File: src/rtl/lf_pkg.sv
package lf_pkg;

    // Filter sequencing states.
    typedef enum logic [0:0] {
        ST_PRIME = 1'b0,   // no integral term captured since reset
        ST_TRACK = 1'b1    // integral term of previous sample is held
    } lf_state_e;

endpackage

File: src/rtl/lf_scaler.sv
// Power-of-two gain on an unsigned magnitude; left shifts saturate.
module lf_scaler #(
    parameter int W     = 10,
    parameter int SHIFT = 1,
    parameter bit LEFT  = 1'b1
) (
    input  logic [W-2:0] mag_i,
    output logic [W-1:0] scaled_o
);
    localparam int MW   = W - 1;
    localparam int WIDE = MW + SHIFT + 1;

    generate
        if (LEFT) begin : g_left
            logic [WIDE-1:0] wide;
            always_comb begin
                wide = WIDE'(mag_i) << SHIFT;
                if (|(wide >> W)) begin
                    scaled_o = '1;
                end else begin
                    scaled_o = wide[W-1:0];
                end
            end
        end else begin : g_right
            always_comb begin
                scaled_o = W'(mag_i >> SHIFT);
            end
        end
    endgenerate

endmodule

File: src/rtl/lf_addsub.sv
// Unsigned adder/subtractor with carry-based clamping at both ends.
module lf_addsub #(
    parameter int W = 10
) (
    input  logic [W-1:0] base_i,
    input  logic [W-1:0] term_i,
    input  logic         sub_i,
    output logic [W-1:0] res_o
);
    logic [W-1:0] operand;
    logic [W:0]   raw;
    logic         carry;

    always_comb begin
        operand = sub_i ? ~term_i : term_i;
        raw     = {1'b0, base_i} + {1'b0, operand} + (W+1)'(sub_i);
        carry   = raw[W];
        if (sub_i && !carry) begin
            res_o = '0;            // subtrahend larger than minuend
        end else if (!sub_i && carry) begin
            res_o = '1;            // sum beyond the word
        end else begin
            res_o = raw[W-1:0];
        end
    end

endmodule

File: src/rtl/pi_loop_filter.sv
module pi_loop_filter #(
    parameter int          W         = 10,
    parameter int          P_SHIFT   = 1,
    parameter bit          P_LEFT    = 1'b1,
    parameter int          I_SHIFT   = 2,
    parameter bit          I_LEFT    = 1'b0,
    parameter logic [9:0]  INIT_CODE = 10'd512
) (
    input  logic         clk,
    input  logic         rst,
    input  logic         in_valid,
    input  logic [W-1:0] in_data,
    output logic         out_valid,
    output logic [W-1:0] out_code
);
    import lf_pkg::*;

    localparam int MW = W - 1;
    localparam logic [W-1:0] INIT_W = W'(INIT_CODE);

    lf_state_e    state_q, state_d;
    logic [W-1:0] integ_q, integ_d;
    logic [W-1:0] cprev_mag_q;
    logic         cprev_neg_q;
    logic [W-1:0] code_d;

    logic          smp_neg;
    logic [MW-1:0] smp_mag;
    logic [W-1:0]  p_mag, i_mag;
    logic [W-1:0]  integ_term;

    assign smp_neg = in_data[W-1];
    assign smp_mag = in_data[MW-1:0];

    lf_scaler #(.W(W), .SHIFT(P_SHIFT), .LEFT(P_LEFT)) p_scale_i (
        .mag_i(smp_mag), .scaled_o(p_mag)
    );
    lf_scaler #(.W(W), .SHIFT(I_SHIFT), .LEFT(I_LEFT)) i_scale_i (
        .mag_i(smp_mag), .scaled_o(i_mag)
    );

    // No stored integral term while priming.
    assign integ_term = (state_q == ST_TRACK) ? cprev_mag_q : '0;

    lf_addsub #(.W(W)) integ_add_i (
        .base_i(integ_q), .term_i(integ_term),
        .sub_i(cprev_neg_q && (state_q == ST_TRACK)), .res_o(integ_d)
    );
    lf_addsub #(.W(W)) out_add_i (
        .base_i(integ_d), .term_i(p_mag), .sub_i(smp_neg), .res_o(code_d)
    );

    // Next-state logic.
    always_comb begin
        state_d = state_q;
        unique case (state_q)
            ST_PRIME: if (in_valid) state_d = ST_TRACK;   // first sample
            ST_TRACK: state_d = ST_TRACK;
            default:  state_d = ST_PRIME;
        endcase
    end

    // State register.
    always_ff @(posedge clk) begin
        if (rst) begin
            state_q <= ST_PRIME;
        end else begin
            state_q <= state_d;
        end
    end

    // Datapath and output registers.
    always_ff @(posedge clk) begin
        if (rst) begin
            integ_q     <= INIT_W;
            cprev_mag_q <= '0;
            cprev_neg_q <= 1'b0;
            out_code    <= INIT_W;
            out_valid   <= 1'b0;
        end else begin
            out_valid <= in_valid;
            if (in_valid) begin
                integ_q     <= integ_d;
                cprev_mag_q <= i_mag;
                cprev_neg_q <= smp_neg;
                out_code    <= code_d;
            end
        end
    end

endmodule

File: config.mk
export PLATFORM = sky130hd
export DESIGN_NAME = pi_loop_filter
export DESIGN_NICKNAME = d
export VERILOG_FILES = /design/src/rtl/lf_pkg.sv /design/src/rtl/lf_scaler.sv /design/src/rtl/lf_addsub.sv /design/src/rtl/pi_loop_filter.sv
export SDC_FILE = /design/constraint.sdc
export NUM_CORES = 1
export LEC_CHECK = 0
export BUFFER_PORTS_ARGS = -buffer_cell sky130_fd_sc_hd__buf_2
export CAP_MARGIN = 20
export CORE_MARGIN = 8
export CORE_UTILIZATION = 59
export DETAILED_ROUTE_END_ITERATION = 7
export HOLD_SLACK_MARGIN = 0.03
export PLACE_DENSITY_LB_ADDON = 0.15
export SYNTH_ARGS = -nofsm -noshare
export SYNTH_HDL_FRONTEND = slang
export SYNTH_SLANG_ARGS = --single-unit
File: constraint.sdc
create_clock -name clk -period 4.9 [get_ports clk]
set_input_delay 0.245 -clock clk [delete_from_list [all_inputs] [get_ports clk]]
set_output_delay 0.245 -clock clk [all_outputs]
set_load 0.02 [all_outputs]
# Word-level counts from Yosys, hierarchy flattened
# Cells that the tools add are included.
[totals] register_bits=30
[op_classes] reduce_logical=9 bitwise_logic=3 addsub=4 n_mux=9
[ops] cell="10-bit 2-to-1 mux" count=6
[ops] cell="10-bit by 10-bit adder with 11-bit output" count=2
[ops] cell="11-bit by 1-bit adder with 11-bit output" count=2
[ops] cell="10-bit inverter" count=1
[ops] cell="7-bit inverter with 10-bit output" count=1
[ops] cell="7-bit 2-to-1 mux" count=1
[ops] cell="1-bit logical AND" count=5
[ops] cell="1-bit logical NOT" count=4
[ops] cell="1-bit one-hot mux with 2 select lines" count=1
[ops] cell="1-bit 2-to-1 mux" count=1
[ops] cell="1-bit inverter" count=1

# Logic depth before layout (Yosys ltp)
# Gate-level depths: netlist of run 1.
[logic_depth] word_depth=13 ltp_mapped=22

# Modules after synthesis
# Synthesis of run 1 repeated with hierarchy kept, for this count alone.
[hier_totals] hier_cells=316 hier_area_um2=2813.9
[modules_own_cells] mod="lf_addsub" seq_area_each_um2=0.0 area_each_um2=695.7 n_inst=2 cells_each=88
[modules_own_cells] mod="pi_loop_filter" seq_area_each_um2=660.6 area_each_um2=1265.0 n_inst=1 cells_each=118
[modules_own_cells] mod="lf_scaler" seq_area_each_um2=0.0 area_each_um2=78.8 n_inst=2 cells_each=11

# Least setup slack after synthesis of run 1
# No wires, ideal clock.
[synth_timing] path_kind="register -> register" startpoint="register cprev_neg_q" endpoint="register out_code[7]" slack_ns=0.685 arrival_ns=4.130 t_required_ns=4.814 period_less_slack_ns=4.215 stages_incl_launch_ff=20 path_cell_list="dfxtp_1 buf_2 xor2_1 and2_1 ha_1 nor2b_1 o31ai_1 a31oi_1 or2_2 nor2_1 a21oi_1 ha_1 a21oi_1 o21ai_0 and2_1 a41oi_1 nand2b_1 xnor2_1 maj3_1 a211oi_1"
[synth_via] elab_chain_cells=12 word_cells_on_any_way=17
[synth_rtl] item="start, declared" line="pi_loop_filter.sv:24" source="logic cprev_neg_q;"
[synth_rtl] item="start signal, assigned" line="pi_loop_filter.sv:85" source="cprev_neg_q <= smp_neg;"
[synth_rtl] item="1-bit logical AND (*)" line="pi_loop_filter.sv:47" source=".sub_i(cprev_neg_q && (state_q == ST_TRACK)), .res_o(integ_d)"
[synth_rtl] item="10-bit 2-to-1 mux" line="lf_addsub.sv:15" source="operand = sub_i ? ~term_i : term_i;"
[synth_rtl] item="10-bit by 10-bit adder with 11-bit output" line="lf_addsub.sv:16" source="raw = {1'b0, base_i} + {1'b0, operand} + (W+1)'(sub_i);"
[synth_rtl] item="11-bit by 1-bit adder with 11-bit output" line="lf_addsub.sv:16"
[synth_rtl] item="1-bit logical AND / 1-bit logical NOT (equally long branches)" line="lf_addsub.sv:20, lf_addsub.sv:18"
[synth_rtl] item="10-bit 2-to-1 mux / 1-bit logical AND (equally long branches)" line="lf_addsub.sv:20, lf_addsub.sv:18"
[synth_rtl] item="10-bit 2-to-1 mux (*)" line="lf_addsub.sv:18" source="if (sub_i && !carry) begin"
[synth_rtl] item="net integ_add_i.res_o[2]" line="lf_addsub.sv:8" source="output logic [W-1:0] res_o"
[synth_rtl] item="10-bit by 10-bit adder with 11-bit output (*)" line="lf_addsub.sv:16"
[synth_rtl] item="11-bit by 1-bit adder with 11-bit output (*)" line="lf_addsub.sv:16"
[synth_rtl] item="1-bit logical AND / 1-bit logical NOT (equally long branches)" line="lf_addsub.sv:20, lf_addsub.sv:18"
[synth_rtl] item="10-bit 2-to-1 mux / 1-bit logical AND (equally long branches)" line="lf_addsub.sv:20, lf_addsub.sv:18"
[synth_rtl] item="10-bit 2-to-1 mux (*)" line="lf_addsub.sv:18"
[synth_rtl] item="end signal, assigned" line="pi_loop_filter.sv:86" source="out_code <= code_d;"
[synth_rtl] item="end, declared" line="pi_loop_filter.sv:14" source="output logic [W-1:0] out_code"
# The timed path passes the listed nets; every way through them passes the cells marked *.
# A chain may end at the register's enable or synchronous reset.

# Worst setup path after layout of run 1
# Ends and elaborated chain as after synthesis.

==> results of run 1 <==
## routing by layer
metal / track usage / vias to the layer above
li1: - / 1030
met1: 0.2323 / 907
met2: 0.2842 / 39
met3: 0.05581 / 8
met4: 0.04815 / 0
met5: 0 / -
## repair_timing
action	in CTS	in global routing
endpoints found under the setup margin	0	4
buffers inserted	0	0
resized for setup	0	3
## final cells by class
cell class	instances	area share
clock buffers	7	0.03008
inverters	8	0.01183
multi-input cells	223	0.6430
flip-flops and latches	30	0.2372
well taps	48	0.02367
repair buffers	26	0.05424
## power groups by stage
stage | sequential [W] | clock, W | combinational [W]
2_1_floorplan | 0.000300 | 0 | 0.000227
3_3_place_gp | 0.000289 | 0 | 0.000306
3_5_place_dp | 0.000289 | 0 | 0.000312
4_1_cts | 0.000284 | 0.000189 | 0.000314
5_1_grt | 0.000287 | 0.000203 | 0.000348
6_report | 0.000284 | 0.000184 | 0.000314
## metrics by stage
step / util / instance area (sq um) / power (W)
after floorplan: - / 2303 / 0.0005265
after global placement: 0.6596 / 2451 / 0.0005950
after detailed placement: 0.6596 / 2451 / 0.0006012
after CTS: 0.6801 / 2527 / 0.0007873
after global routing: 0.6828 / 2537 / 0.0008377
final: 0.6828 / 2537 / 0.0007824
## logic make-up (layout without fill, tap and decap cells)
family / after synthesis / after routing / share of synthesized area
compound gates: 76 / 76 / 0.2243
simple gates: 75 / 75 / 0.1543
flops: 30 / 30 / 0.2607
xor+xnor: 29 / 29 / 0.1103
fa+ha+maj: 27 / 27 / 0.1434
buf+inv: 21 / 41 / 0.03476
mux: 16 / 16 / 0.07224
## synth_stat cells (all sizes together) (2+ instances only)
cell type,instances
a211o,2
mux2,2
o21a,2
nand2,12
a21oi,20
a21o,7
o211ai,3
o21ai,12
nand2b,5
inv,8
dfxtp,30
o22ai,2
nor2,30
xnor2,10
mux2i,14
clkbuf,9
nor2b,4
o211a,3
a31oi,5
a211oi,7
or2,4
o221a,2
xor2,19
o31ai,3
ha,20
nand3,3
maj3,6
buf,4
and2,7
nor3,5
## registers in the layout, indices dropped and copies added (netlist names)
register     flops
state_q          1
out_code        10
out_valid        1
cprev_neg_q      1
cprev_mag_q      7
integ_q         10
## worst min path at each step
stage / startpoint / end / slack [ps] / cells past startpoint
2_1_floorplan: in_data[3] / cprev_mag_q[1] / 390 / 2
3_3_place_gp: out_code[9] / out_code[9] / 450 / 2
3_5_place_dp: out_code[9] / out_code[9] / 460 / 2
4_1_cts: in_data[3] / cprev_mag_q[1] / 230 / 3
5_1_grt: in_data[3] / cprev_mag_q[1] / 230 / 3
6_report: in_data[3] / cprev_mag_q[1] / 230 / 3
## tightest hold or removal path, stage by stage
cell and delay, ps:
buf_2 100, mux2i_1 60, nor2_1 70
## placed cells by master, fill, tap and decap left out, types with 4 or more instances in the layout
cell type	synthesis	layout
nor2_1	30	29
dfxtp_1	30	29
buf_2	1	23
a21oi_1	20	20
ha_1	20	20
xor2_1	19	19
mux2i_1	14	14
o21ai_0	12	12
nand2_1	12	12
xnor2_1	10	10
inv_1	8	8
a21o_1	7	7
and2_1	7	7
maj3_1	6	6
a211oi_1	6	6
nand2b_1	5	5
nor3_1	5	5
clkbuf_8	0	5
nor2b_1	4	4
or2_2	4	4
a31oi_1	5	4
==> out/results.ini, run 1 <==
[outcome]
run_status=finished clean

[clock_tree]
cts_hold_buf=0
h-tree-depth=2
clock-sinks=30
root_buffer=clkbuf_8
clk_pin_slew_ps=60
numCtsBuffers=5
insertion_delay_ps=280
cts_tree=built
clock_path_buffers=2

[timing]
rsz0062_at_grt=false
slew_violations=0
fin_crit_ps=4530
fin_ws_ps=370.2
fmax_mhz=220.8
skew_ps=6.801
worst_slew_pin_slew_ps=816.2
hold_viol_final=0
whs_ps=229.4
tns_ps=0
fin_crit_sh=0.9244
finalSetupViolCount=0
relSlewSlack=0.4559

[floorplan]
die_area_sq_um=6160
initial_core_util=0.6199
ioPinCount=24
core_area_sq_um=3716
die-height_um=78.49
die_w_um=78.49
core.rowCount=22

[power_and_ir_drop]
swShare=0.3606
leakagePower_nw=1.253
p_int_w=0.0005003
ir_drop_mv=0.1814
p_sw_w=0.0002821
p_seq_frac=0.363
power_frac_clock=0.236
power.density_nw_per_um2=308.3
combPwrFrac=0.401

[place]
place_ws_ps=299.2
portBuffers=23
hpwl_mm=4.086
dp_cells=335
routabilityCongestion=0.9101

[cells_and_area]
fill_cells=326
multi_input_area_sq_um=1632
fin_cells=342
synthToLayoutAreaGrowth_pct=10.16
drive_above_1_share=0.1463
nets=328
seq_area_sq_um=601.8
diodes=0

[drt]
met3_length_um=314
routedWlPerCell_um=15.74
routed.top_layer=met4
num_vias=1984
post_drt_via_cell_ratio=5.801
drc=0
ant_nets=0
drt-total-wl_mm=5.383
met1_length_mm=2.624
drtIter0Drc=125
drtPass1Iterations=4
wl_met2_mm=2.382

[flow_run]
cap_violations=0

[logic_synthesis]
synth_cell_types=47
synth-edff-count=0
synth_seq_cells=30
synthCells=274
yosysTopAreaCellShare=0.2607
ys_top_cells_by_area=dfxtp_1, ha_1, xor2_1
syn_nets=308
avgSynthCellArea_sq_um=8.407
synth_warnings=0
synthesis.area_sq_um=2303
synthFlopType=dfxtp_1
synth_top_area_cell=dfxtp_1
yosysSeqAreaShare=0.2607
async_flop_share=0

[critical_path]
r2r-start=cprev_neg_q
cp_top_family=compound AO/OA/AOI/OAI gates
critical_path.endpoint_type=register
r2r-end=out_code[7]
cp_slowest_cell=dfxtp_2
cp_max_fo=11
worstPathArrival_ps=4720
critical_path_class=register to register
crit_path_end=out_code[7]
worst_path_largest_cell_delay_ps=460
rrSetupSlack_ps=370
crit_path_cell_trace=xor2_1 -> and2_1 -> ha_1 -> nor2b_1 -> o31ai_1 -> a31oi_2 -> or2_2 -> nand2_1 -> a21oi_1 -> ha_1 -> a21oi_1 -> o21ai_0 -> and2_1 -> a41oi_1 -> nand2b_1 -> xnor2_1 -> maj3_1 -> a211oi_1
start_kind=register
critical_path_required_ps=5090
crit_start=cprev_neg_q
path_depth=18
reg2reg_depth=18
crit_buf_inv=0

[min_path]
holdCritPathClass=input port to register

[global_routing]
grt_max_degree=38
grt_overflow_total=0
grt_use_total=0.1807
antenna_found_initial=0
first_global_vias=1951
grt_pass1_wl_mm=9.094

No activity file was read; power rests on OpenSTA's default activity.
==> run 2, diff against run 1 <==
--- a/config.mk
+++ b/config.mk
@@ -5,10 +5,11 @@
 export SDC_FILE = /design/constraint.sdc
 export NUM_CORES = 1
 export LEC_CHECK = 0
-export BUFFER_PORTS_ARGS = -buffer_cell sky130_fd_sc_hd__buf_2
+export BUFFER_PORTS_ARGS = -buffer_cell sky130_fd_sc_hd__buf_4
 export CAP_MARGIN = 20
-export CORE_MARGIN = 8
-export CORE_UTILIZATION = 59
+export CELL_PAD_IN_SITES_DETAIL_PLACEMENT = 1
+export CELL_PAD_IN_SITES_GLOBAL_PLACEMENT = 2
+export CORE_UTILIZATION = 36
 export DETAILED_ROUTE_END_ITERATION = 7
 export HOLD_SLACK_MARGIN = 0.03
 export PLACE_DENSITY_LB_ADDON = 0.15
==> run 2 against run 1 <==
Final cell count is 8.8% higher. Sequential power hardly changed. Maximum frequency is 1.6% higher. Final area is 6.1% higher. Register-to-register slack better by 70 ps. Power is 10% higher. Die area is 9.1% higher. Hold slack worse by 11 ps. Largest cell class unchanged. Largest power group unchanged.
==> out/results.ini, run 2 (synthesis results as in run 1) <==
[cells_and_area]
final_common_cell=nor2_1
diodes=0  ; unchanged
reg.largest.list=integ_q: 10 flops, out_code: 10 flops, cprev_mag_q: 7 flops
final_core_util=0.4441  ; -0.2388
fin_cells=372  ; +8.8%
final_cell_mix=nor2_1, dfxtp_1, buf_4, ha_1
drive_above_1_share=0.1684  ; +0.02209
design_area_sq_um=2691  ; +6.1%
nets=330  ; +0.61%
synthToLayoutAreaGrowth_pct=16.84

[place]
portBuffers=23  ; unchanged
routabilityCongestion=0.8156  ; -10%
dp_cells=364  ; +8.7%
hpwl_mm=4.727  ; +16%
post_dp_cell_area_sq_um=2557  ; +4.3%

[timing]
fin_crit_ps=4458  ; -72.24 ps
slew_violations=0  ; unchanged
fmax_mhz=224.3  ; +1.6%
fin_crit_sh=0.9097  ; -0.01474
finalSetupViolCount=0  ; unchanged
skew_ps=9.860  ; +3.059 ps
rsz0062_at_grt=false
relSlewSlack=0.6861  ; +0.2303
tns_ps=0  ; unchanged
hold_viol_final=0  ; unchanged
worst_slew_pin_slew_ps=470.8  ; -345.4 ps

[clock_tree]
numCtsBuffers=5  ; unchanged
cts_tree=built
cts_setup_buffers=0  ; unchanged
insertion_delay_ps=280  ; about the same
clock_path_buffers=2  ; unchanged
clk_pin_slew_ps=80  ; +20 ps
root_buffer=clkbuf_8
clock-sinks=30  ; unchanged
h-tree-depth=2  ; unchanged

[critical_path]
path_depth=19  ; +1
worst_path_largest_cell_delay_ps=460  ; about the same
cp_max_fo=11  ; unchanged
reg2reg_depth=19  ; +1
start_kind=register
critical_path_required_ps=5100  ; about the same
cp_slowest_cell=dfxtp_2
worstPathArrival_ps=4660  ; -60 ps
critical_path.endpoint_type=register
crit_buf_inv=1  ; +1
crit_path_cell_trace=xor2_1 -> and2_1 -> ha_1 -> nor2b_1 -> o31ai_2 -> a31oi_2 -> or2_2 -> nor2_1 -> buf_4 -> a21oi_2 -> ha_1 -> a21o_1 -> a21oi_1 -> nor2b_1 -> a41oi_2 -> nand2b_1 -> xnor2_1 -> maj3_1 -> a211oi_1
critical_path_class=register to register
cp_top_family=compound AO/OA/AOI/OAI gates

[floorplan]
die_w_um=81.99  ; +4.5%
die-height_um=81.99  ; +4.5%
initial_core_util=0.3801  ; -0.2398
ioPinCount=24  ; unchanged
core.rowCount=28  ; +27%
core_area_sq_um=6061  ; +63%
die_area_sq_um=6722  ; +9.1%

[drt]
drtIter0Drc=101  ; -19%
post_drt_via_cell_ratio=5.497  ; -5.2%
routedWlPerCell_um=16.68  ; +6.0%
drc=0  ; unchanged
num_vias=2045  ; +3.1%
ant_nets=0  ; unchanged
drt-total-wl_mm=6.204  ; +15%
drtPass1Iterations=4  ; unchanged

[power_and_ir_drop]
power_w=0.0008637  ; +10%
ir_drop_mv=0.1238  ; -32%
leakagePower_nw=1.291  ; +3.0%
power.density_nw_per_um2=320.9  ; +4.1%

[flow_run]
cap_violations=0  ; unchanged

[outcome]
run_status=finished clean

[min_path]
holdPathStages=3  ; unchanged
holdCritPathClass=input port to register

[global_routing]
antenna_found_initial=0  ; unchanged
grt_use_total=0.2038  ; +0.02311
first_global_vias=2051  ; +5.1%
grt_overflow_total=0  ; unchanged
grt_max_degree=38  ; unchanged
grt_pass1_wl_mm=10.25  ; +13%

## run 2: worst min-delay path, delay by kind of cell
family	cells	cell delay (ps)
buffers and inverters	1	90
multiplexers	1	60
AND/OR/NAND/NOR	1	70
## run 2: repair_timing
item                                    CTS  global route
endpoints found under the setup margin    0             7
resized for setup                         0             5
hold buffers                              0             0
## run 2: worst paths after layout
path / startpoint / to / slack [ps]
hold / removal: in_data[4] / cprev_mag_q[2] / 220
setup / recovery: cprev_neg_q / out_code[7] / 440
setup reg to reg: cprev_neg_q / out_code[7] / 440
hold reg to reg: out_code[9] / out_code[9] / 480
## run 2: routing by layer
metal / wire [um] / vias up / GRT usage
li1: - / 1035 / -
met1: 3217 / 980 / 0.2773
met2: 2735 / 24 / 0.3355
met3: 199 / 6 / 0.02889
met4: 53 / 0 / 0.04737
met5: 0 / - / 0
## run 2: cell type report
class | count | area [sq um]
Clock buffer | 8 | 110.1
Timing Repair Buffer | 28 | 210.2
Tap cell | 75 | 93.84
Inverter | 8 | 30.03
Multi-Input combinational cell | 223 | 1645
Sequential cell | 30 | 601.8
Fill cell | 724 | 3369
## run 2: where the power goes
| group | total, W | internal (W) | switching (W) | leakage (nW) |
|---|---|---|---|---|
| Combinational | 0.000335 | 0.000149 | 0.000186 | 0.985 |
| Sequential | 0.000285 | 0.000268 | 0.0000169 | 0.248 |
| Clock | 0.000244 | 0.000142 | 0.000102 | 0.0575 |
## run 2: per-stage QoR
step,hold slack [ps],setup slack [ps]
after floorplan,392.3,684.7
after global placement,454.3,254.3
after detailed placement,462.1,105.9
after CTS,214.7,77.81
after global routing,237.3,66.33
final,218.1,442.5
